`src/rtl/rtc_pkg.sv`:
```
package rtc_pkg;
  localparam int ADR_W = 3;

  localparam logic [ADR_W-1:0] ADR_SEC   = 3'd0;
  localparam logic [ADR_W-1:0] ADR_FRAC  = 3'd1;
  localparam logic [ADR_W-1:0] ADR_ALMHI = 3'd2;
  localparam logic [ADR_W-1:0] ADR_ALMLO = 3'd3;
  localparam logic [ADR_W-1:0] ADR_CTRL  = 3'd4;
  localparam logic [ADR_W-1:0] ADR_STAT  = 3'd5;
  localparam logic [ADR_W-1:0] ADR_IEN   = 3'd6;

  localparam int B_RUN  = 3;
  localparam int B_BUSY = 10;
  localparam int B_NEXT = 9;
  localparam int B_DONE = 8;
  localparam int B_ERR  = 7;
  localparam int B_ALM  = 4;
  localparam int B_INV  = 1;
  localparam int B_SEC  = 0;

  localparam logic [31:0] IRQ_MASK = (32'd1 << B_NEXT) | (32'd1 << B_DONE) |
                                     (32'd1 << B_ERR)  | (32'd1 << B_ALM);
endpackage

```
`src/rtl/rtc_wr_pipe.sv`:
```
module rtc_wr_pipe #(
  parameter int DW    = 32,
  parameter int AW    = 3,
  parameter int DELAY = 4
) (
  input  logic          clk,
  input  logic          rst_n,
  input  logic          wr_i,
  input  logic [AW-1:0] addr_i,
  input  logic [DW-1:0] wdata_i,
  output logic          busy_o,
  output logic          accept_o,
  output logic          collide_o,
  output logic          commit_o,
  output logic [AW-1:0] caddr_o,
  output logic [DW-1:0] cdata_o
);
  localparam int CW = $clog2(DELAY + 1);

  logic [CW-1:0] cnt_q, cnt_n;
  logic [AW-1:0] addr_q, addr_n;
  logic [DW-1:0] data_q, data_n;

  assign busy_o    = (cnt_q != '0);
  assign accept_o  = wr_i & ~busy_o;
  assign collide_o = wr_i & busy_o;
  assign commit_o  = (cnt_q == CW'(1));
  assign caddr_o   = addr_q;
  assign cdata_o   = data_q;

  always_comb begin
    cnt_n  = cnt_q;
    addr_n = addr_q;
    data_n = data_q;
    if (accept_o) begin
      cnt_n  = CW'(DELAY);
      addr_n = addr_i;
      data_n = wdata_i;
    end else if (busy_o) begin
      cnt_n = cnt_q - CW'(1);
    end
  end

  always_ff @(posedge clk or negedge rst_n) begin
    if (!rst_n) begin
      cnt_q  <= '0;
      addr_q <= '0;
      data_q <= '0;
    end else begin
      cnt_q <= cnt_n;
      if (accept_o) begin
        addr_q <= addr_n;
        data_q <= data_n;
      end
    end
  end
endmodule

```
`src/rtl/rtc_timebase.sv`:
```
module rtc_timebase #(
  parameter int DW = 32
) (
  input  logic          clk,
  input  logic          rst_n,
  input  logic          tick_i,
  input  logic          en_i,
  input  logic          ld_sec_i,
  input  logic          ld_frac_i,
  input  logic [DW-1:0] ld_data_i,
  output logic [DW-1:0] sec_o,
  output logic [DW-1:0] frac_o,
  output logic          seen_o
);
  logic [DW-1:0] sec_q, sec_n, frac_q, frac_n;
  logic          seen_q, seen_n;
  logic          step;

  assign step   = tick_i & en_i & seen_q;
  assign sec_o  = sec_q;
  assign frac_o = frac_q;
  assign seen_o = seen_q;

  always_comb begin
    sec_n  = sec_q;
    frac_n = frac_q;
    seen_n = seen_q | ld_sec_i;
    if (step) begin
      frac_n = frac_q + DW'(1);
      if (&frac_q) sec_n = sec_q + DW'(1);
    end
    if (ld_frac_i) frac_n = ld_data_i;
    if (ld_sec_i)  sec_n  = ld_data_i;
  end

  always_ff @(posedge clk or negedge rst_n) begin
    if (!rst_n) begin
      sec_q  <= '0;
      frac_q <= '0;
      seen_q <= 1'b0;
    end else begin
      sec_q  <= sec_n;
      frac_q <= frac_n;
      seen_q <= seen_n;
    end
  end
endmodule

```
`src/rtl/rtc_irq.sv`:
```
module rtc_irq #(
  parameter int DW = 32
) (
  input  logic          clk,
  input  logic          rst_n,
  input  logic [DW-1:0] status_i,
  input  logic [DW-1:0] ien_i,
  output logic          irq_o
);
  logic irq_q, irq_n;

  assign irq_n = |(status_i & ien_i & DW'(rtc_pkg::IRQ_MASK));
  assign irq_o = irq_q;

  always_ff @(posedge clk or negedge rst_n) begin
    if (!rst_n) irq_q <= 1'b0;
    else        irq_q <= irq_n;
  end
endmodule

```
`src/rtl/rtc_wcommit.sv`:
```
module rtc_wcommit #(
  parameter int DW    = 32,
  parameter int AW    = 3,
  parameter int DELAY = 4
) (
  input  logic          clk,
  input  logic          rst_n,
  input  logic          tick_i,
  input  logic [AW-1:0] addr_i,
  input  logic          wr_i,
  input  logic [DW-1:0] wdata_i,
  input  logic          rd_i,
  output logic [DW-1:0] rdata_o,
  output logic          irq_o
);
  import rtc_pkg::*;

  logic          busy, accept, collide, cmt;
  logic [AW-1:0] c_addr;
  logic [DW-1:0] c_data;

  logic          run_q, run_n;
  logic [DW-1:0] ien_q, ien_n, almhi_q, almhi_n, almlo_q, almlo_n;
  logic          inv_q, inv_n, err_q, err_n, done_q, done_n, alm_q, alm_n;
  logic [DW-1:0] sec, frac, status_w;
  logic          seen, ok_cmt, refused, st_cmt, alarm_hit;

  rtc_wr_pipe #(.DW(DW), .AW(AW), .DELAY(DELAY)) u_pipe (
    .clk(clk), .rst_n(rst_n), .wr_i(wr_i), .addr_i(addr_i), .wdata_i(wdata_i),
    .busy_o(busy), .accept_o(accept), .collide_o(collide), .commit_o(cmt),
    .caddr_o(c_addr), .cdata_o(c_data)
  );

  assign refused = cmt & inv_q & (c_addr != AW'(ADR_STAT));
  assign ok_cmt  = cmt & ~refused;
  assign st_cmt  = ok_cmt & (c_addr == AW'(ADR_STAT));

  rtc_timebase #(.DW(DW)) u_time (
    .clk(clk), .rst_n(rst_n), .tick_i(tick_i), .en_i(run_q),
    .ld_sec_i(ok_cmt & (c_addr == AW'(ADR_SEC))),
    .ld_frac_i(ok_cmt & (c_addr == AW'(ADR_FRAC))),
    .ld_data_i(c_data), .sec_o(sec), .frac_o(frac), .seen_o(seen)
  );

  assign alarm_hit = (sec == almhi_q) & (frac == almlo_q) & ~(&almhi_q);

  always_comb begin
    status_w         = '0;
    status_w[B_BUSY] = busy;
    status_w[B_NEXT] = ~busy;
    status_w[B_DONE] = done_q;
    status_w[B_ERR]  = err_q;
    status_w[B_ALM]  = alm_q;
    status_w[B_INV]  = inv_q;
  end

  always_comb begin
    run_n   = run_q;
    ien_n   = ien_q;
    almhi_n = almhi_q;
    almlo_n = almlo_q;
    inv_n   = inv_q;
    err_n   = err_q;
    done_n  = done_q;
    alm_n   = alm_q | alarm_hit;
    if (accept) done_n = 1'b0;
    if (ok_cmt) begin
      done_n = 1'b1;
      unique case (c_addr)
        AW'(ADR_ALMHI): almhi_n = c_data;
        AW'(ADR_ALMLO): almlo_n = c_data;
        AW'(ADR_CTRL):  run_n   = c_data[B_RUN];
        AW'(ADR_IEN):   ien_n   = c_data & DW'(IRQ_MASK);
        default: ;
      endcase
    end
    if (st_cmt) begin
      if (c_data[B_INV] & c_data[B_SEC]) inv_n = 1'b0;
      if (c_data[B_ERR])  err_n  = 1'b0;
      if (c_data[B_ALM])  alm_n  = 1'b0;
      if (c_data[B_DONE]) done_n = 1'b0;
    end
    if (collide | refused) err_n = 1'b1;
  end

  always_ff @(posedge clk or negedge rst_n) begin
    if (!rst_n) begin
      run_q   <= 1'b0;
      ien_q   <= '0;
      almhi_q <= '1;
      almlo_q <= '0;
      inv_q   <= 1'b1;
      err_q   <= 1'b0;
      done_q  <= 1'b0;
      alm_q   <= 1'b0;
    end else begin
      run_q   <= run_n;
      ien_q   <= ien_n;
      almhi_q <= almhi_n;
      almlo_q <= almlo_n;
      inv_q   <= inv_n;
      err_q   <= err_n;
      done_q  <= done_n;
      alm_q   <= alm_n;
    end
  end

  always_comb begin
    rdata_o = '0;
    if (rd_i) begin
      case (addr_i)
        AW'(ADR_SEC):   rdata_o = sec;
        AW'(ADR_FRAC):  rdata_o = frac;
        AW'(ADR_ALMHI): rdata_o = almhi_q;
        AW'(ADR_ALMLO): rdata_o = almlo_q;
        AW'(ADR_CTRL):  rdata_o = DW'(run_q) << B_RUN;
        AW'(ADR_STAT):  rdata_o = status_w;
        AW'(ADR_IEN):   rdata_o = ien_q;
        default:        rdata_o = '0;
      endcase
    end
  end

  rtc_irq #(.DW(DW)) u_irq (
    .clk(clk), .rst_n(rst_n), .status_i(status_w), .ien_i(ien_q), .irq_o(irq_o)
  );
endmodule

```
`config.mk`:
```
export PLATFORM = sky130hd
export DESIGN_NAME = rtc_wcommit
export DESIGN_NICKNAME = d
export VERILOG_FILES = /design/src/rtl/rtc_pkg.sv /design/src/rtl/rtc_wr_pipe.sv /design/src/rtl/rtc_timebase.sv /design/src/rtl/rtc_irq.sv /design/src/rtl/rtc_wcommit.sv
export SDC_FILE = /design/constraint.sdc
export NUM_CORES = 1
export LEC_CHECK = 0
export BUFFER_PORTS_ARGS = -buffer_cell sky130_fd_sc_hd__buf_2
export CELL_PAD_IN_SITES_DETAIL_PLACEMENT = 1
export CELL_PAD_IN_SITES_GLOBAL_PLACEMENT = 1
export CORE_MARGIN = 3
export CORE_UTILIZATION = 44
export CTS_CLUSTER_DIAMETER = 150
export DETAILED_ROUTE_END_ITERATION = 8
export PLACE_DENSITY_LB_ADDON = 0.1
export SYNTH_ARGS = -nofsm -noshare
export SYNTH_HDL_FRONTEND = slang
export SYNTH_SLANG_ARGS = --single-unit
```
`constraint.sdc`:
```
create_clock -name clk -period 1.9 [get_ports clk]
set_input_delay 0.095 -clock clk [delete_from_list [all_inputs] [get_ports clk]]
set_output_delay 0.095 -clock clk [all_outputs]
set_load 0.03 [all_outputs]
```
==> run_summary.xml, run 1 <==
<?xml version="1.0" encoding="UTF-8"?>
<metrics>
  <group name="floorplanning">
    <metric name="initial_core_util" unit="%">45.18</metric>
    <metric name="die_w" unit="um">156.4</metric>
    <metric name="placement_rows" unit="">54</metric>
    <metric name="die_height" unit="um">156.4</metric>
    <metric name="floorplan.die_area" unit="um^2">24460</metric>
    <metric name="core-area" unit="um^2">22030</metric>
    <metric name="boundaryPins" unit="">73</metric>
  </group>
  <group name="finish">
    <metric name="finish.net_count" unit="">1237</metric>
    <metric name="finalInstanceArea" unit="um^2">13630</metric>
    <metric name="diodes" unit="">0</metric>
    <metric name="mostFrequentLayoutCells" unit="">sky130_fd_sc_hd__dfrtp_1, sky130_fd_sc_hd__buf_4, sky130_fd_sc_hd__mux2_2, sky130_fd_sc_hd__xnor2_1, sky130_fd_sc_hd__buf_2</metric>
    <metric name="fin_util" unit="%">61.88</metric>
    <metric name="drive_above_1_share" unit="%">45.48</metric>
    <metric name="final_common_cell" unit="">sky130_fd_sc_hd__dfrtp_1</metric>
    <metric name="area_growth" unit="%">36.95</metric>
    <metric name="final_instance_count_without_filler_cells" unit="">1485</metric>
  </group>
  <group name="global_route">
    <metric name="grt_use_met2" unit="%">51.67</metric>
    <metric name="grt_max_degree" unit="">55</metric>
    <metric name="antenna_violations_before_repair" unit="">2</metric>
    <metric name="peak_usage_layer_in_the_global_routing_report" unit="">met2</metric>
    <metric name="gr-usage-all-layers" unit="%">30.79</metric>
    <metric name="use_met3" unit="%">5.061</metric>
    <metric name="grt_overflow_total" unit="">0</metric>
    <metric name="wire_length_of_the_first_global_routing_pass" unit="um">57210</metric>
    <metric name="globalRouteMet1Util" unit="%">40.66</metric>
    <metric name="number_of_global_route_vias_before_repair" unit="">9535</metric>
  </group>
  <group name="critical_path">
    <metric name="crit_path_cell_trace" unit="">buf_6 &gt; and4_4 &gt; nand4_1 &gt; or4_4 &gt; nor3_2 &gt; xnor2_1 &gt; o21ai_1</metric>
    <metric name="crit_arrival" unit="ns">2.33</metric>
    <metric name="crit_required" unit="ns">2.23</metric>
    <metric name="criticalPathCategory" unit="">flip-flop to flip-flop</metric>
    <metric name="timing.critical_path.max_delay_family" unit="">simple AND/OR/NAND/NOR gates</metric>
    <metric name="r2r_start" unit="">u_time.sec_o[3]$_DFFE_PN0P_</metric>
    <metric name="r2r_end" unit="">u_time.sec_o[30]$_DFFE_PN0P_</metric>
    <metric name="delay_of_the_slowest_critical_path_stage" unit="ns">0.53</metric>
    <metric name="critPathCaptureType" unit="">flip-flop</metric>
    <metric name="worst_path_max_delay_cell" unit="">sky130_fd_sc_hd__or4_4</metric>
    <metric name="worstSetupStartpointType" unit="">flip-flop</metric>
    <metric name="number_of_cells_on_the_worst_reg_to_reg_path" unit="">7</metric>
    <metric name="cp_max_fo" unit="">4</metric>
    <metric name="critPathBufInv" unit="">1</metric>
    <metric name="setup.reg_to_reg.worst_slack" unit="ns">-0.10</metric>
  </group>
  <group name="sta">
    <metric name="finalWorstPathRequiredPeriod" unit="ns">2.003</metric>
    <metric name="setup_violations" unit="">21</metric>
    <metric name="worstMarginPinSlew" unit="ns">0.6479</metric>
    <metric name="maxClockFrequency" unit="MHz">499.3</metric>
    <metric name="largest_clock_skew_in_the_final_design" unit="ns">0.01227</metric>
    <metric name="rsz0062_at_grt" unit="">yes</metric>
    <metric name="setup_tns" unit="ns">-1.001</metric>
    <metric name="slew_headroom" unit="%">56.81</metric>
    <metric name="worst_hold_slack" unit="ns">0.1954</metric>
    <metric name="min_period_over_period" unit="%">105.4</metric>
    <metric name="final_hold_viol_count" unit="">0</metric>
    <metric name="postLayoutSetupSlackWorst" unit="ns">-0.1028</metric>
    <metric name="report.final.slew_viol_count" unit="">0</metric>
  </group>
  <group name="logic_synthesis">
    <metric name="synth_cell_type_count" unit="">59</metric>
    <metric name="synthesis.area" unit="um^2">9952</metric>
    <metric name="sequential_element_share_of_the_synthesized_area" unit="%">44.92</metric>
    <metric name="ys_seq_elements" unit="">177</metric>
    <metric name="yosys_most_used_dff" unit="">sky130_fd_sc_hd__dfrtp_1</metric>
    <metric name="yosysWarnings" unit="">0</metric>
    <metric name="postSynthNetCount" unit="">997</metric>
    <metric name="syn_inst" unit="">952</metric>
    <metric name="number_of_synthesized_flops_with_an_enable_pin" unit="">0</metric>
    <metric name="syn_area_per_cell" unit="um^2">10.45</metric>
    <metric name="postSynth.asyncResetShare" unit="%">100.0</metric>
  </group>
  <group name="power_and_ir_drop">
    <metric name="total_power" unit="mW">20.77</metric>
    <metric name="irDropWorstVdd" unit="mV">0.6756</metric>
    <metric name="power_density" unit="nW/um^2">1524</metric>
    <metric name="p_leak" unit="nW">5.668</metric>
  </group>
  <group name="clocking">
    <metric name="clock-root-buffer" unit="">sky130_fd_sc_hd__clkbuf_16</metric>
    <metric name="cts_tree" unit="">yes</metric>
    <metric name="clock_latency" unit="ns">0.45</metric>
    <metric name="clock_sink_count" unit="">177</metric>
    <metric name="htree_levels" unit="">4</metric>
    <metric name="cts.clk_slew.worst_paths" unit="ns">0.07</metric>
    <metric name="clockBufferDepth" unit="">2</metric>
    <metric name="cts_buffers" unit="">17</metric>
  </group>
  <group name="status">
    <metric name="failing_checks" unit="">setup timing</metric>
    <metric name="result_of_the_run" unit="">complete, but fails checks</metric>
  </group>
  <group name="place">
    <metric name="number_of_cells_after_detailed_placement" unit="">1383</metric>
    <metric name="numPortBuffers" unit="">72</metric>
    <metric name="dpl_cell_area" unit="um^2">11670</metric>
    <metric name="detailedPlacementHpwl" unit="um">25530</metric>
    <metric name="place.gp.congestion" unit="">0.9050</metric>
    <metric name="detailedPlace.worstSlack" unit="ns">-0.1469</metric>
  </group>
  <group name="job">
    <metric name="maxCapViolCount" unit="">0</metric>
  </group>
  <group name="drt">
    <metric name="vias" unit="">9160</metric>
    <metric name="routed_length_per_instance" unit="um">27.09</metric>
    <metric name="routed_wl" unit="um">40240</metric>
    <metric name="detailed_routing_iterations_pass_1" unit="">5</metric>
    <metric name="first_drt_iteration_drcs" unit="">680</metric>
    <metric name="detail-route-antenna-nets" unit="">0</metric>
    <metric name="route.detailed.vias_per_inst" unit="">6.168</metric>
    <metric name="drc_errors" unit="">0</metric>
  </group>
  <group name="worst_hold_path">
    <metric name="timing.hold.worst.class" unit="">input pin to async pin</metric>
  </group>
</metrics>
[worst max-delay path by stage]
stage | startpoint | end | slack, ns | cells after the start
floorplan | u_time.frac_o[0]$_DFFE_PN0P_ | u_time.sec_o[31]$_DFFE_PN0P_ | -0.01 | 7
global placement | u_time.frac_o[14]$_DFFE_PN0P_ | u_time.frac_o[29]$_DFFE_PN0P_ | -0.09 | 8
detailed placement | u_time.frac_o[1]$_DFFE_PN0P_ | u_time.sec_o[25]$_DFFE_PN0P_ | -0.15 | 8
CTS | u_time.frac_o[1]$_DFFE_PN0P_ | u_time.sec_o[25]$_DFFE_PN0P_ | -0.06 | 9
global route | u_time.frac_o[1]$_DFFE_PN0P_ | u_time.sec_o[10]$_DFFE_PN0P_ | -0.17 | 9
finish | u_time.sec_o[3]$_DFFE_PN0P_ | u_time.sec_o[30]$_DFFE_PN0P_ | -0.10 | 7
[sequential cells by signal (all words and copies together), names as in the netlist, 3 cells and up]
| register | count |
|---|---|
| u_pipe.cnt_q | 3 |
| u_time.sec_o | 32 |
| u_time.frac_o | 32 |
| ien_q | 4 |
| almlo_q | 32 |
| u_pipe.caddr_o | 3 |
| u_pipe.cdata_o | 32 |
| almhi_q | 32 |
[layout make-up]
cell class	count	area, um^2
Multi-Input combinational cell	699	5742
Fill cell	2327	8397
Sequential cell	177	4471
Inverter	11	41.29
Timing Repair Buffer	286	2442
Clock buffer	18	439.2
Clock inverter	14	143.9
Tap cell	280	350.3
[worst reg2reg max path, stage by stage (launching register included)]
cell and delay (ns):
sky130_fd_sc_hd__dfrtp_1 0.42, sky130_fd_sc_hd__buf_6 0.13, sky130_fd_sc_hd__and4_4 0.26, sky130_fd_sc_hd__nand4_1 0.11, sky130_fd_sc_hd__or4_4 0.53, sky130_fd_sc_hd__nor3_2 0.22, sky130_fd_sc_hd__xnor2_1 0.15, sky130_fd_sc_hd__o21ai_1 0.08
[cell usage after synthesis, types with 2 or more instances]
master	instances	share of area [%]
sky130_fd_sc_hd__o211ai_1	2	0.15
sky130_fd_sc_hd__and4_4	2	0.23
sky130_fd_sc_hd__or3_1	4	0.25
sky130_fd_sc_hd__a31oi_1	4	0.25
sky130_fd_sc_hd__nor2_1	61	2.3
sky130_fd_sc_hd__clkbuf_1	38	1.4
sky130_fd_sc_hd__o21ai_1	9	0.45
sky130_fd_sc_hd__xnor2_1	96	8.4
sky130_fd_sc_hd__buf_2	9	0.45
sky130_fd_sc_hd__nand2b_1	5	0.31
sky130_fd_sc_hd__mux4_2	3	0.68
sky130_fd_sc_hd__buf_6	2	0.23
sky130_fd_sc_hd__nor3b_1	3	0.23
sky130_fd_sc_hd__buf_4	4	0.30
sky130_fd_sc_hd__and4_1	4	0.35
sky130_fd_sc_hd__mux2i_1	4	0.40
sky130_fd_sc_hd__and3_1	7	0.44
sky130_fd_sc_hd__a22oi_1	56	4.2
sky130_fd_sc_hd__nand4_1	43	2.7
sky130_fd_sc_hd__nor3_2	7	0.70
sky130_fd_sc_hd__a21oi_1	67	3.4
sky130_fd_sc_hd__dfrtp_1	144	36
sky130_fd_sc_hd__dfstp_2	33	8.7
sky130_fd_sc_hd__nand4_4	3	0.64
sky130_fd_sc_hd__ha_1	5	0.63
sky130_fd_sc_hd__buf_1	5	0.19
sky130_fd_sc_hd__nor2b_1	8	0.50
sky130_fd_sc_hd__mux2_2	104	12
sky130_fd_sc_hd__a22o_1	2	0.18
sky130_fd_sc_hd__nand3b_1	2	0.15
sky130_fd_sc_hd__nor3_4	2	0.33
sky130_fd_sc_hd__xor2_1	30	2.6
sky130_fd_sc_hd__buf_12	2	0.40
sky130_fd_sc_hd__and4_2	2	0.20
sky130_fd_sc_hd__nor3_1	16	0.80
sky130_fd_sc_hd__nand3_1	27	1.4
sky130_fd_sc_hd__nor4_1	22	1.4
sky130_fd_sc_hd__inv_1	11	0.41
sky130_fd_sc_hd__nand2_1	62	2.3
sky130_fd_sc_hd__clkbuf_8	4	0.55
sky130_fd_sc_hd__o21ai_0	20	1.0
[power by group]
group / internal [mW] / switching [mW]
clock: 1.88 / 1.70
sequential: 5.60 / 2.12
combinational: 4.61 / 4.85
[metal layers]
metal | wire length, um | vias up
met5 | 21 | -
li1 | - | 3901
met3 | 2594 | 117
met2 | 19370 | 377
met1 | 16620 | 4761
met4 | 1633 | 4
[logic make-up (layout without fill, tap and decap cells)]
kind of cell,count (synthesis),in the layout,synth area share (%)
AOI/OAI and AO/OA,167,167,10.26
xor gates and xnor gates,126,126,11.09
adders and majority gates,5,5,0.6286
buffers and inverters,77,329,4.136
DFF,177,177,44.92
muxes,112,112,12.96
and+or+nand+nor,288,289,16.00
[timing repair]
| item | CTS | global route |
|---|---|---|
| endpoints found under the setup margin | 66 | 109 |
| gates cloned | 1 | 6 |
| pin swaps | 23 | 26 |
| hold buffers | 34 | 0 |
| resized for setup | 69 | 83 |
| setup buffers | 17 | 13 |
| endpoints found under the hold margin | 75 | 0 |
(Power assumes the default switching activity.)
==> inputs of run 2 (changes only) <==
RECOVER_POWER = 100   (was unset)
SYNTH_HIERARCHICAL = 1   (was unset)
==> run 2 against run 1 <==
Effect of this change: the run still ends with setup timing left; power increased by 5.3%; clock skew up 0.0013 ns; count of clock-buffer cells in the layout grew 2; synthesized cell count grew 0.74%; non-clock buffer count increased by 31; final area rose by 5.3%; area after synthesis is 3.7% higher; critical path type unchanged; critical endpoint is now u_time/sec_o[12]$_DFFE_PN0P_; highest routed layer unchanged.
==> run_summary.xml, run 2 <==
<?xml version="1.0" encoding="UTF-8"?>
<metrics>
  <group name="worst_hold_path">
    <metric name="timing.hold.worst.class" unit="">input pin to flip-flop</metric>
    <metric name="worstHoldPathCells" unit="">3</metric>
    <metric name="hold_start" unit="">wr_i</metric>
    <metric name="hold_end" unit="">u_pipe/cnt_q[2]$_DFFE_PN0P_</metric>
  </group>
  <group name="clocking">
    <metric name="clockBufferDepth" unit="">2</metric>
    <metric name="clock_latency" unit="ns">0.44</metric>
    <metric name="cts.clk_slew.worst_paths" unit="ns">0.08</metric>
    <metric name="cts_tree" unit="">yes</metric>
    <metric name="clock-root-buffer" unit="">sky130_fd_sc_hd__clkbuf_16</metric>
    <metric name="clock_sink_count" unit="">177</metric>
    <metric name="cts_buffers" unit="">17</metric>
    <metric name="htree_levels" unit="">4</metric>
  </group>
  <group name="sta">
    <metric name="worst_hold_slack" unit="ns">0.02566</metric>
    <metric name="worstMarginPinSlew" unit="ns">1.279</metric>
    <metric name="largest_clock_skew_in_the_final_design" unit="ns">0.01359</metric>
    <metric name="slew_headroom" unit="%">14.76</metric>
    <metric name="rsz0062_at_grt" unit="">yes</metric>
    <metric name="finalWorstPathRequiredPeriod" unit="ns">2.217</metric>
    <metric name="maxClockFrequency" unit="MHz">451.1</metric>
    <metric name="setup_violations" unit="">138</metric>
    <metric name="report.final.slew_viol_count" unit="">0</metric>
    <metric name="final_hold_viol_count" unit="">0</metric>
    <metric name="min_period_over_period" unit="%">116.7</metric>
    <metric name="postLayoutSetupSlackWorst" unit="ns">-0.3168</metric>
  </group>
  <group name="floorplanning">
    <metric name="core-area" unit="um^2">22850</metric>
    <metric name="die_height" unit="um">159.2</metric>
    <metric name="placement_rows" unit="">55</metric>
    <metric name="boundaryPins" unit="">73</metric>
    <metric name="die_w" unit="um">159.2</metric>
    <metric name="floorplan.die_area" unit="um^2">25330</metric>
    <metric name="initial_core_util" unit="%">45.18</metric>
  </group>
  <group name="global_route">
    <metric name="grt_max_degree" unit="">51</metric>
    <metric name="wire_length_of_the_first_global_routing_pass" unit="um">61040</metric>
    <metric name="antenna_violations_before_repair" unit="">1</metric>
    <metric name="grt_overflow_total" unit="">0</metric>
    <metric name="gr-usage-all-layers" unit="%">31.04</metric>
    <metric name="number_of_global_route_vias_before_repair" unit="">10060</metric>
  </group>
  <group name="power_and_ir_drop">
    <metric name="pwr-share-comb" unit="%">47.5</metric>
    <metric name="total_power" unit="mW">21.86</metric>
    <metric name="p_leak" unit="nW">6.128</metric>
    <metric name="sw_frac_of_total" unit="%">41.14</metric>
    <metric name="power_density" unit="nW/um^2">1523</metric>
    <metric name="power_switching" unit="mW">8.994</metric>
    <metric name="internal-power" unit="mW">12.87</metric>
    <metric name="clock_power_share" unit="%">16.4</metric>
    <metric name="p_seq_share" unit="%">36.1</metric>
    <metric name="irDropWorstVdd" unit="mV">0.9568</metric>
  </group>
  <group name="drt">
    <metric name="detailed_routing_iterations_pass_1" unit="">5</metric>
    <metric name="routed_wl" unit="um">42490</metric>
    <metric name="detail-route-antenna-nets" unit="">0</metric>
    <metric name="route.detailed.vias_per_inst" unit="">6.236</metric>
    <metric name="routed_length_per_instance" unit="um">27.04</metric>
    <metric name="first_drt_iteration_drcs" unit="">921</metric>
    <metric name="drc_errors" unit="">0</metric>
    <metric name="vias" unit="">9797</metric>
  </group>
  <group name="critical_path">
    <metric name="crit_arrival" unit="ns">2.57</metric>
    <metric name="cp_max_fo" unit="">6</metric>
    <metric name="r2r_end" unit="">u_time/sec_o[12]$_DFFE_PN0P_</metric>
    <metric name="setup.reg_to_reg.worst_slack" unit="ns">-0.32</metric>
    <metric name="worstSetupStartpointType" unit="">flip-flop</metric>
    <metric name="critPathCaptureType" unit="">flip-flop</metric>
    <metric name="crit_required" unit="ns">2.25</metric>
    <metric name="number_of_cells_on_the_worst_reg_to_reg_path" unit="">5</metric>
    <metric name="r2r_start" unit="">u_time/frac_o[2]$_DFFE_PN0P_</metric>
    <metric name="critPathLaunch" unit="">u_time/frac_o[2]$_DFFE_PN0P_</metric>
    <metric name="criticalPathCategory" unit="">flip-flop to flip-flop</metric>
  </group>
  <group name="status">
    <metric name="result_of_the_run" unit="">complete, but fails checks</metric>
    <metric name="failing_checks" unit="">setup timing</metric>
  </group>
  <group name="place">
    <metric name="detailedPlacementHpwl" unit="um">26950</metric>
    <metric name="place.gp.congestion" unit="">0.9278</metric>
    <metric name="detailedPlace.worstSlack" unit="ns">-0.3161</metric>
    <metric name="numPortBuffers" unit="">72</metric>
    <metric name="number_of_cells_after_detailed_placement" unit="">1467</metric>
  </group>
  <group name="finish">
    <metric name="drive_above_1_share" unit="%">44.91</metric>
    <metric name="area_growth" unit="%">39.07</metric>
    <metric name="final_common_cell" unit="">sky130_fd_sc_hd__buf_4</metric>
    <metric name="fin_util" unit="%">62.83</metric>
    <metric name="mostFrequentLayoutCells" unit="">sky130_fd_sc_hd__buf_4, sky130_fd_sc_hd__dfrtp_1, sky130_fd_sc_hd__mux2_4, sky130_fd_sc_hd__xnor2_1</metric>
    <metric name="finish.net_count" unit="">1290</metric>
    <metric name="diodes" unit="">0</metric>
    <metric name="final_instance_count_without_filler_cells" unit="">1571</metric>
  </group>
  <group name="job">
    <metric name="maxCapViolCount" unit="">0</metric>
  </group>
  <group name="logic_synthesis">
    <metric name="yosysWarnings" unit="">6</metric>
    <metric name="syn_inst" unit="">959</metric>
    <metric name="postSynthNetCount" unit="">1004</metric>
    <metric name="synthesis.area" unit="um^2">10320</metric>
    <metric name="syn_area_per_cell" unit="um^2">10.76</metric>
  </group>
</metrics>
## run 2: changes by cell type in the layout (fill, tap and decap cells not counted), moves of 14 or more
cell,delta
sky130_fd_sc_hd__o31ai_1,+14
sky130_fd_sc_hd__a21oi_2,-17
sky130_fd_sc_hd__buf_4,+19
sky130_fd_sc_hd__mux2_4,+89
sky130_fd_sc_hd__a31oi_1,+20
sky130_fd_sc_hd__mux2_2,-89
sky130_fd_sc_hd__xnor2_1,-18
sky130_fd_sc_hd__a21oi_1,-14
sky130_fd_sc_hd__nor2_1,-25
## run 2: worst max path at each step
| stage | slack, ns | cells after the start | end |
|---|---|---|---|
| after global placement | -0.22 | 5 | u_time/sec_o[12]$_DFFE_PN0P_ |
| after detailed placement | -0.32 | 5 | u_time/sec_o[12]$_DFFE_PN0P_ |
| final | -0.32 | 5 | u_time/sec_o[12]$_DFFE_PN0P_ |
| after global routing | -0.39 | 11 | u_time/frac_o[12]$_DFFE_PN0P_ |
| after CTS | -0.26 | 10 | u_time/sec_o[20]$_DFFE_PN0P_ |
| after floorplan | -0.40 | 6 | u_time/sec_o[12]$_DFFE_PN0P_ |
## run 2: repair_timing
action	in CTS	in global routing
setup endpoints to repair	139	139
endpoints found under the hold margin	106	0
buffers inserted	15	17
pin swaps	52	28
hold buffers	33	0
gates resized for setup	89	80
gates cloned	4	8
## run 2: worst max-delay path, cell delays in order (launching register included)
cell and delay, ns:
sky130_fd_sc_hd__dfrtp_1 0.39, sky130_fd_sc_hd__nand3_2 0.14, sky130_fd_sc_hd__or3_4 0.46, sky130_fd_sc_hd__or4_4 0.48, sky130_fd_sc_hd__or4_4 0.50, sky130_fd_sc_hd__a31oi_1 0.16
## run 2: power by group through the flow
stage / Clock, mW / Combinational [mW] / Sequential [mW]
global placement: 0 / 8.77 / 7.66
detailed placement: 0 / 9.01 / 7.74
floorplan: 0 / 4.78 / 7.56
CTS: 3.62 / 9.52 / 7.74
finish: 3.60 / 10.4 / 7.89
global route: 3.79 / 10.9 / 8.11
## run 2: layout make-up
type	instances	area, um^2
Fill cell	2400	8492
Multi-Input combinational cell	714	6080
Sequential cell	177	4478
Timing Repair Buffer	317	2749
Clock buffer	20	456.7
Tap cell	313	391.6
Clock inverter	12	122.6
Inverter	18	77.57
## run 2: layer usage
layer	global-route usage [%]	vias up	share of wire (%)
li1	-	4163	-
met1	42.21	5076	42
met2	50.35	461	47
met3	6.374	95	7.9
met4	9.232	2	2.8
met5	0	-	0.031
## run 2: through the flow
| stage | setup TNS (ns) | area, um^2 |
|---|---|---|
| 2_1_floorplan | -5.231 | 10550 |
| 3_5_place_dp | -19.34 | 12450 |
| 6_report | -23.43 | 14360 |
| 4_1_cts | -19.75 | 13790 |
| 5_1_grt | -33.04 | 14360 |
| 3_3_place_gp | -13.82 | 12450 |
==> inputs of run 3 (changes only) <==
RECOVER_POWER = 25   (was 100)
SKIP_LAST_GASP = 1   (was unset)
==> run 3 against run 2 <==
Effect of this change: sequential cell count stayed put; worst setup slack better by 0.020 ns; clock skew is 0.00088 ns higher; the run still ends with setup timing left; sequential power is 0.6% lower; power is 1.3% lower; final area is 0.84% lower; global-route usage hardly changed; count of clock-buffer cells in the layout stayed put.
==> run_summary.xml, run 3 (synthesized netlist as in run 2, its figures left out) <==
<?xml version="1.0" encoding="UTF-8"?>
<metrics>
  <group name="status">
    <metric name="result_of_the_run" unit="">complete, but fails checks</metric>
    <metric name="failing_checks" unit="">setup timing</metric>
  </group>
  <group name="sta">
    <metric name="worstMarginPinSlew" unit="ns">1.304</metric>
    <metric name="largest_clock_skew_in_the_final_design" unit="ns">0.01448</metric>
    <metric name="min_period_over_period" unit="%">115.6</metric>
    <metric name="rsz0062_at_grt" unit="">yes</metric>
    <metric name="report.final.slew_viol_count" unit="">0</metric>
    <metric name="setup_violations" unit="">137</metric>
    <metric name="final_hold_viol_count" unit="">0</metric>
    <metric name="slew_headroom" unit="%">13.09</metric>
    <metric name="maxClockFrequency" unit="MHz">455.3</metric>
    <metric name="postLayoutSetupSlackWorst" unit="ns">-0.2965</metric>
    <metric name="setup_tns" unit="ns">-23.25</metric>
    <metric name="finalWorstPathRequiredPeriod" unit="ns">2.196</metric>
  </group>
  <group name="finish">
    <metric name="drive_above_1_share" unit="%">43.98</metric>
    <metric name="final-seq-area" unit="um^2">4478</metric>
    <metric name="finalInstanceArea" unit="um^2">14230</metric>
    <metric name="area_growth" unit="%">37.90</metric>
    <metric name="multiInputGateArea" unit="um^2">6011</metric>
    <metric name="final_common_cell" unit="">sky130_fd_sc_hd__buf_4</metric>
    <metric name="finish.net_count" unit="">1287</metric>
    <metric name="mostFrequentLayoutCells" unit="">sky130_fd_sc_hd__buf_4, sky130_fd_sc_hd__dfrtp_1, sky130_fd_sc_hd__mux2_4, sky130_fd_sc_hd__xnor2_1, sky130_fd_sc_hd__nand2_1</metric>
    <metric name="diodes" unit="">0</metric>
    <metric name="fillers" unit="">2419</metric>
  </group>
  <group name="power_and_ir_drop">
    <metric name="p_leak" unit="nW">6.085</metric>
    <metric name="power_density" unit="nW/um^2">1516</metric>
    <metric name="total_power" unit="mW">21.58</metric>
    <metric name="irDropWorstVdd" unit="mV">0.9610</metric>
  </group>
  <group name="place">
    <metric name="place.gp.congestion" unit="">0.9278</metric>
    <metric name="dpl_cell_area" unit="um^2">12450</metric>
    <metric name="numPortBuffers" unit="">72</metric>
    <metric name="detailedPlacementHpwl" unit="um">26950</metric>
  </group>
  <group name="drt">
    <metric name="routed_wl" unit="um">41860</metric>
    <metric name="first_drt_iteration_drcs" unit="">904</metric>
    <metric name="detailed_routing_iterations_pass_1" unit="">7</metric>
    <metric name="vias" unit="">9772</metric>
    <metric name="route.detailed.vias_per_inst" unit="">6.232</metric>
    <metric name="drc_errors" unit="">0</metric>
    <metric name="detail-route-antenna-nets" unit="">0</metric>
    <metric name="routed_length_per_instance" unit="um">26.70</metric>
  </group>
  <group name="clocking">
    <metric name="clock_latency" unit="ns">0.44</metric>
    <metric name="clock_sink_count" unit="">177</metric>
    <metric name="cts_tree" unit="">yes</metric>
    <metric name="cts.clk_slew.worst_paths" unit="ns">0.08</metric>
    <metric name="clock-root-buffer" unit="">sky130_fd_sc_hd__clkbuf_16</metric>
    <metric name="cts_buffers" unit="">17</metric>
    <metric name="clockBufferDepth" unit="">2</metric>
    <metric name="htree_levels" unit="">4</metric>
  </group>
  <group name="critical_path">
    <metric name="critPathBufInv" unit="">0</metric>
    <metric name="worst_path_max_delay_cell" unit="">sky130_fd_sc_hd__or4_1</metric>
    <metric name="critPathCaptureType" unit="">flip-flop</metric>
    <metric name="crit_required" unit="ns">2.25</metric>
    <metric name="worstSetupStartpointType" unit="">flip-flop</metric>
    <metric name="crit_path_cell_trace" unit="">nand3_2 &gt; or3_4 &gt; or4_4 &gt; or4_1 &gt; a31oi_1</metric>
    <metric name="criticalPathCategory" unit="">flip-flop to flip-flop</metric>
    <metric name="timing.critical_path.max_delay_family" unit="">simple AND/OR/NAND/NOR gates</metric>
    <metric name="crit_arrival" unit="ns">2.54</metric>
    <metric name="cp_max_fo" unit="">6</metric>
    <metric name="delay_of_the_slowest_critical_path_stage" unit="ns">0.50</metric>
  </group>
  <group name="job">
    <metric name="maxCapViolCount" unit="">0</metric>
  </group>
  <group name="floorplanning">
    <metric name="die_w" unit="um">159.2</metric>
    <metric name="floorplan.die_area" unit="um^2">25330</metric>
    <metric name="boundaryPins" unit="">73</metric>
    <metric name="die_height" unit="um">159.2</metric>
    <metric name="placement_rows" unit="">55</metric>
    <metric name="initial_core_util" unit="%">45.18</metric>
    <metric name="core-area" unit="um^2">22850</metric>
  </group>
  <group name="worst_hold_path">
    <metric name="timing.hold.worst.class" unit="">input pin to flip-flop</metric>
  </group>
  <group name="global_route">
    <metric name="grt_max_degree" unit="">51</metric>
    <metric name="wire_length_of_the_first_global_routing_pass" unit="um">61020</metric>
    <metric name="gr-usage-all-layers" unit="%">31.04</metric>
    <metric name="grt_overflow_total" unit="">0</metric>
    <metric name="antenna_violations_before_repair" unit="">1</metric>
    <metric name="number_of_global_route_vias_before_repair" unit="">10050</metric>
  </group>
</metrics>
==> run 3: cell count changes in the layout (fill, tap and decap cells not counted), sizes merged <==
cell,before,now
clkbuf,30,26
buf,274,275
==> run 3: metrics by stage <==
stage | util [%] | setup WS [ns] | cells | hold WS, ns
global placement | 54.47 | -0.2236 | 1467 | 0.07176
finish | 62.31 | -0.2965 | 1568 | 0.02599
floorplan | - | -0.3974 | 959 | -0.2006
global route | 62.31 | -0.3507 | 1568 | 0.03099
CTS | 60.35 | -0.2567 | 1547 | 0.0002755
detailed placement | 54.47 | -0.3161 | 1467 | 0.06434
==> run 3: path summary, 6_finish.rpt <==
check	start	endpoint	slack, ns	cells past startpoint
setup / recovery	u_time/frac_o[2]$_DFFE_PN0P_	u_time/sec_o[12]$_DFFE_PN0P_	-0.30	5
hold / removal	wr_i	u_pipe/cnt_q[2]$_DFFE_PN0P_	0.03	3
setup reg to reg	u_time/frac_o[2]$_DFFE_PN0P_	u_time/sec_o[12]$_DFFE_PN0P_	-0.30	5
hold reg to reg	ien_q[9]$_DFFE_PN0P_	u_irq/irq_o$_DFF_PN0_	0.54	2
max in group asynchronous	rst_n	almhi_q[19]$_DFFE_PN1P_	0.30	3
min in group asynchronous	rst_n	u_time/frac_o[10]$_DFFE_PN0P_	0.48	2
==> run 3: layer usage <==
layer / up-vias / track usage (%) / wire length (um) / part of all wire, %
met5: - / 0 / 15 / 0.036
met4: 2 / 9.232 / 1092 / 2.6
li1: 4153 / - / - / -
met1: 5120 / 42.19 / 17930 / 43
met2: 410 / 50.35 / 19810 / 47
met3: 87 / 6.374 / 3017 / 7.2
==> run 3: cell type report <==
cell class | instances | share of cell area (%)
clock buffers | 20 | 3.208
clock inverters | 12 | 0.8614
inverters | 18 | 0.5274
multi-input cells | 714 | 42.23
flip-flops and latches | 177 | 31.46
well taps | 313 | 2.751
repair buffers | 314 | 18.97
==> run 3: power breakdown <==
part           switching, mW  internal, mW
Sequential              2.18          5.66
Combinational           4.97          5.20
Clock                   1.66          1.91
Total                   8.82          12.8
==> run 3: worst min-delay path, cell delays in order <==
cell and delay (ns):
sky130_fd_sc_hd__buf_2 0.13, sky130_fd_sc_hd__mux2i_1 0.08, sky130_fd_sc_hd__mux2i_1 0.11
==> run 3: timing repair <==
action / CTS / global route
hold endpoints to repair: 106 / 0
pin swaps: 52 / 27
hold buffers: 33 / 0
cloned: 4 / 7
resized for setup: 75 / 63
setup endpoints to repair: 139 / 139
setup buffers: 15 / 15
